--- config.mk ---
export PLATFORM = sky130hd
export DESIGN_NAME = static_seg_driver
export DESIGN_NICKNAME = d
export VERILOG_FILES = /design/src/rtl/static_seg_driver.sv
export SDC_FILE = /design/constraint.sdc
export NUM_CORES = 1
export LEC_CHECK = 0
export BUFFER_PORTS_ARGS = -buffer_cell sky130_fd_sc_hd__buf_2
export CAP_MARGIN = 20
export CORE_ASPECT_RATIO = 1.5
export CORE_MARGIN = 5
export CORE_UTILIZATION = 57
export CTS_CLUSTER_DIAMETER = 120
export DETAILED_ROUTE_END_ITERATION = 6
export PLACE_DENSITY = 0.78
export SLEW_MARGIN = 30
export SYNTH_ARGS = -nofsm -noshare
export SYNTH_HDL_FRONTEND = slang
export SYNTH_SLANG_ARGS = --single-unit
--- constraint.sdc ---
create_clock -name clk -period 1.5 [get_ports clk]
set_clock_uncertainty 0.2 [all_clocks]
set_input_delay 0.15 -clock clk [delete_from_list [all_inputs] [get_ports clk]]
set_output_delay 0.15 -clock clk [all_outputs]
set_load 0.01 [all_outputs]
--- src/rtl/static_seg_driver.sv ---
module static_seg_driver #(
  parameter int N = 40
) (
  input  logic         clk,
  input  logic         rst_n,
  input  logic         sclk,
  input  logic         sdi,
  input  logic         strobe,
  input  logic         blank,
  input  logic         frame,
  output logic         sdo,
  output logic [N-1:0] seg
);

  logic         sclk_q;
  logic         sclk_fall;
  logic [N-1:0] shreg;
  logic [N-1:0] lat;

  always_ff @(posedge clk or negedge rst_n)
    if (!rst_n) sclk_q <= 1'b0;
    else        sclk_q <= sclk;

  assign sclk_fall = sclk_q & ~sclk;

  always_ff @(posedge clk or negedge rst_n)
    if (!rst_n)         shreg <= '0;
    else if (sclk_fall) shreg <= {shreg[N-2:0], sdi};

  always_ff @(posedge clk or negedge rst_n)
    if (!rst_n)      lat <= '0;
    else if (strobe) lat <= shreg;

  assign sdo = shreg[N-1];
  assign seg = blank ? '0 : (lat ^ {N{frame}});

  a_r2_shift_only_on_fall: assert property (@(posedge clk) disable iff (!rst_n)
    !(sclk_q && !sclk) |=> $stable(shreg));

  a_r3_new_bit_at_low_end: assert property (@(posedge clk) disable iff (!rst_n)
    (sclk_q && !sclk) |=> shreg[0] == $past(sdi));

  a_r4_sdo_from_prev_stage: assert property (@(posedge clk) disable iff (!rst_n)
    (sclk_q && !sclk) |=> sdo == $past(shreg[N-2]));

  a_r5_transparent: assert property (@(posedge clk) disable iff (!rst_n)
    strobe |=> lat == $past(shreg));

  a_r6_hold: assert property (@(posedge clk) disable iff (!rst_n)
    !strobe |=> $stable(lat));

  a_r7_frame_inverts: assert property (@(posedge clk) disable iff (!rst_n)
    (!blank && $past(!blank) && !$stable(frame) && $stable(lat)) |-> seg == ~$past(seg));

  a_r8_blank_low: assert property (@(posedge clk) disable iff (!rst_n)
    blank |-> seg == '0);

endmodule

==> impl_metrics.prom <==
# TYPE chip_impl_metric gauge
chip_impl_metric{name="timing.critical_path.slowest_cell_delay",unit="ns"} 0.40
chip_impl_metric{name="ant_nets",unit=""} 0
chip_impl_metric{name="number_of_storage_elements_in_the_synthesis_netlist",unit=""} 81
chip_impl_metric{name="gp_routability_congestion",unit=""} 0.674
chip_impl_metric{name="cts_max_path_buffers",unit=""} 2
chip_impl_info{name="yosysTopAreaCell",value="dfrtp_1"} 1
chip_impl_info{name="timing.critical_path.max_delay_family",value="flip-flops"} 1
chip_impl_metric{name="area_growth_from_synthesis_to_layout",unit="%"} 15.1
chip_impl_metric{name="finalHoldViolCount",unit=""} 0
chip_impl_metric{name="report.power.total",unit="mW"} 5.63
chip_impl_metric{name="grt_antenna_before_repair",unit=""} 0
chip_impl_metric{name="timing.slew.headroom",unit=""} 0.536
chip_impl_metric{name="final.period_utilization",unit=""} 0.993
chip_impl_metric{name="placed_area",unit="um2"} 3900
chip_impl_metric{name="maxCapViolations",unit=""} 0
chip_impl_metric{name="chipWidth",unit="um"} 74.9
chip_impl_metric{name="drtPass1Iterations",unit=""} 2
chip_impl_metric{name="grt_max_degree",unit=""} 41
chip_impl_info{name="most_frequently_used_flop_master_after_synthesis",value="dfrtp_1"} 1
chip_impl_metric{name="vdd_drop_max",unit="uV"} 885
chip_impl_metric{name="wl_per_cell",unit="um"} 14.5
chip_impl_metric{name="ys_seq_area_frac",unit=""} 0.563
chip_impl_info{name="synthMostInstantiatedCell",value="dfrtp_1"} 1
chip_impl_info{name="crit_chain",value="xnor2_1 -> nor2_1 -> buf_2"} 1
chip_impl_metric{name="drt-vias-per-instance",unit=""} 5.07
chip_impl_metric{name="dpl.cell_count",unit=""} 370
chip_impl_metric{name="clock_tree.htree_level_count",unit=""} 3
chip_impl_metric{name="design.die.area",unit="um2"} 8040
chip_impl_info{name="synth.top_cells.by_count",value="dfrtp_1, mux2_2, nor2_1, xnor2_1"} 1
chip_impl_metric{name="reg2reg_setup_slack",unit="ns"} 0.13
chip_impl_metric{name="start_util",unit=""} 0.584
chip_impl_metric{name="syn_area",unit="um2"} 3600
chip_impl_metric{name="max_freq",unit="MHz"} 672
chip_impl_metric{name="antenna_cells",unit=""} 0
chip_impl_info{name="critPathCaptureType",value="primary output"} 1
chip_impl_metric{name="num-nets-final",unit=""} 317
chip_impl_metric{name="routed-via-count",unit=""} 1972
chip_impl_metric{name="timing_worst_slew_pin_value",unit="ns"} 0.696
chip_impl_metric{name="wl",unit="um"} 5650
chip_impl_metric{name="global_route.overflow_total",unit=""} 0
chip_impl_metric{name="cp_data_required_time",unit="ns"} 1.15
chip_impl_metric{name="gr-usage-met1",unit=""} 0.197
chip_impl_metric{name="crit_fanout",unit=""} 2
chip_impl_info{name="critical_path.reg2reg.startpoint",value="sclk_q"} 1
chip_impl_metric{name="grtUsageMet3",unit=""} 0.0280
chip_impl_metric{name="total_cts_buffers",unit=""} 9
chip_impl_info{name="clock_tree.root_cell",value="clkbuf_8"} 1
chip_impl_info{name="outcome",value="finished, final reports clean"} 1
chip_impl_info{name="hold_class",value="input port to asynchronous set/reset pin"} 1
chip_impl_info{name="critical-path-slowest-cell",value="dfrtp_1"} 1
chip_impl_metric{name="timing.final.crit_period",unit="ns"} 1.49
chip_impl_metric{name="syn-instance-count",unit=""} 259
chip_impl_metric{name="grt_use_total",unit=""} 0.160
chip_impl_metric{name="synth.net_count",unit=""} 266
chip_impl_metric{name="placementRows",unit=""} 35
chip_impl_metric{name="post-route-drc-count",unit=""} 0
chip_impl_metric{name="final_core_utilization",unit=""} 0.672
chip_impl_metric{name="layout.cell_area.non_filler",unit="um2"} 4150
chip_impl_metric{name="grt_pass1_wl",unit="um"} 9860
chip_impl_metric{name="layout-drive-gt1-share",unit=""} 0.476
chip_impl_metric{name="fillCellCount",unit=""} 463
chip_impl_metric{name="syn_avg_cell_area",unit="um2"} 13.9
chip_impl_info{name="critPathLaunchType",value="flop"} 1
chip_impl_info{name="grt_busiest_layer",value="met2"} 1
chip_impl_metric{name="ys_warn_count",unit=""} 0
chip_impl_metric{name="detail_route.iter0.violations",unit=""} 75
chip_impl_metric{name="clock_pin_slew_worst_setup_and_hold_paths",unit="ns"} 0.08
chip_impl_metric{name="yosysUniqueCellTypes",unit=""} 11
chip_impl_metric{name="cts.sinks",unit=""} 81
chip_impl_metric{name="chipHeight",unit="um"} 107
chip_impl_metric{name="synth_edf_count",unit=""} 0
chip_impl_metric{name="portBuffers",unit=""} 47
chip_impl_metric{name="timing.hold.ws",unit="ns"} 0.0554
chip_impl_metric{name="top_level_pins",unit=""} 48
chip_impl_info{name="crit_start",value="lat[12]"} 1
chip_impl_metric{name="coreArea",unit="um2"} 6170
chip_impl_info{name="grt_setup_unrepaired",value="yes"} 1
chip_impl_metric{name="power-per-cell-area",unit="nW/um2"} 1360
chip_impl_info{name="synth_top_cells_by_area",value="dfrtp_1, mux2_2, xnor2_1"} 1
chip_impl_metric{name="cts-resized-gates",unit=""} 0
chip_impl_metric{name="global_route.usage.met2",unit=""} 0.269
chip_impl_metric{name="final-setup-viol-count",unit=""} 0
chip_impl_info{name="tritoncts_clock_tree",value="done"} 1
chip_impl_metric{name="clock_insertion_delay_worst_skew",unit="ns"} 0.34
chip_impl_info{name="setup.worst_path.class",value="flop to primary output"} 1
chip_impl_metric{name="async_flop_share",unit=""} 1.00
chip_impl_metric{name="via_count_of_the_first_global_routing_pass",unit=""} 2068
chip_impl_metric{name="instances_no_fill",unit=""} 389
chip_impl_metric{name="post-dp-hpwl",unit="um"} 3830
chip_impl_metric{name="arrival",unit="ns"} 1.14
chip_impl_metric{name="synth_largest_type_area_fraction",unit=""} 0.563
chip_impl_metric{name="p_leak",unit="nW"} 2.03
chip_impl_metric{name="maxSlewViolCount",unit=""} 0
chip_impl_metric{name="cp_num_buf_inv",unit=""} 1
-- worst reg2reg max path, cell delays in order, from the launching register on --
cell and delay, ns:
dfrtp_1 0.33, nor2b_4 0.19, buf_12 0.18, mux2_2 0.35
-- final timing paths --
check / cells after the start / endpoint
worst max-delay path: 3 / seg[12]
worst min-delay path: 2 / lat[8]
worst max register to register: 3 / shreg[11]
worst min register to register: 1 / shreg[29]
max in group asynchronous: 3 / shreg[39]
min in group clk: 3 / lat[31]
-- report_power, final --
group,internal [mW],switching [mW],total (mW)
Sequential,2.56,0.272,2.84
Combinational,0.640,0.442,1.08
Clock,0.943,0.774,1.72
Total,4.15,1.49,5.63
-- registers in the layout, summed over array words and instances (netlist names) --
name / count
sclk_q: 1
shreg: 40
lat: 40
-- timing repair --
action,in CTS,in global routing
pin swaps,1,11
hold endpoints to repair,83,0
setup endpoints to repair,1,26
setup buffers,0,0
hold buffers,3,0
-- through the flow --
stage | setup slack [ns] | TNS (ns)
finish | 0.0111 | 0
detailed placement | 0.129 | 0
global placement | 0.162 | 0
global route | -0.0607 | -0.615
floorplan | 0.190 | 0
CTS | -0.0235 | -0.0235
-- cell families after synthesis --
group	Yosys count	synth area share
and+or+nand+nor	41	0.0455
buffers and inverters	17	0.0417
xor gates and xnor gates	40	0.0972
DFF	81	0.562
muxes	80	0.253
-- layout by cell type, fill, tap and decap left out, types with 2 or more instances in the layout --
master,synthesis,final
dfrtp_1,81,81
buf_2,1,46
buf_12,0,5
xnor2_1,40,40
mux2_4,3,3
clkinvlp_4,0,3
buf_4,4,3
nor2_1,40,40
dlygate4sd3_1,0,3
mux2_2,77,77
clkbuf_8,4,9
bufinv_16,0,2
-- routing by layer --
| metal | vias up | wire, um | part of all wire |
|---|---|---|---|
| met5 | - | 0 | 0 |
| met4 | 0 | 95 | 0.017 |
| met3 | 8 | 187 | 0.033 |
| met2 | 31 | 2980 | 0.53 |
| met1 | 966 | 2380 | 0.42 |
| li1 | 967 | - | - |
-- layout make-up --
cell class / instances / area (um2) / share of cell area
multi-input combinational: 161 / 1430 / 0.344
tap: 74 / 92.6 / 0.0223
sequential: 81 / 2030 / 0.489
clock buffer: 10 / 128 / 0.0308
clock inverter: 6 / 91.3 / 0.0220
timing repair buffer: 57 / 383 / 0.0923
Power figures use the tool's default switching activity.
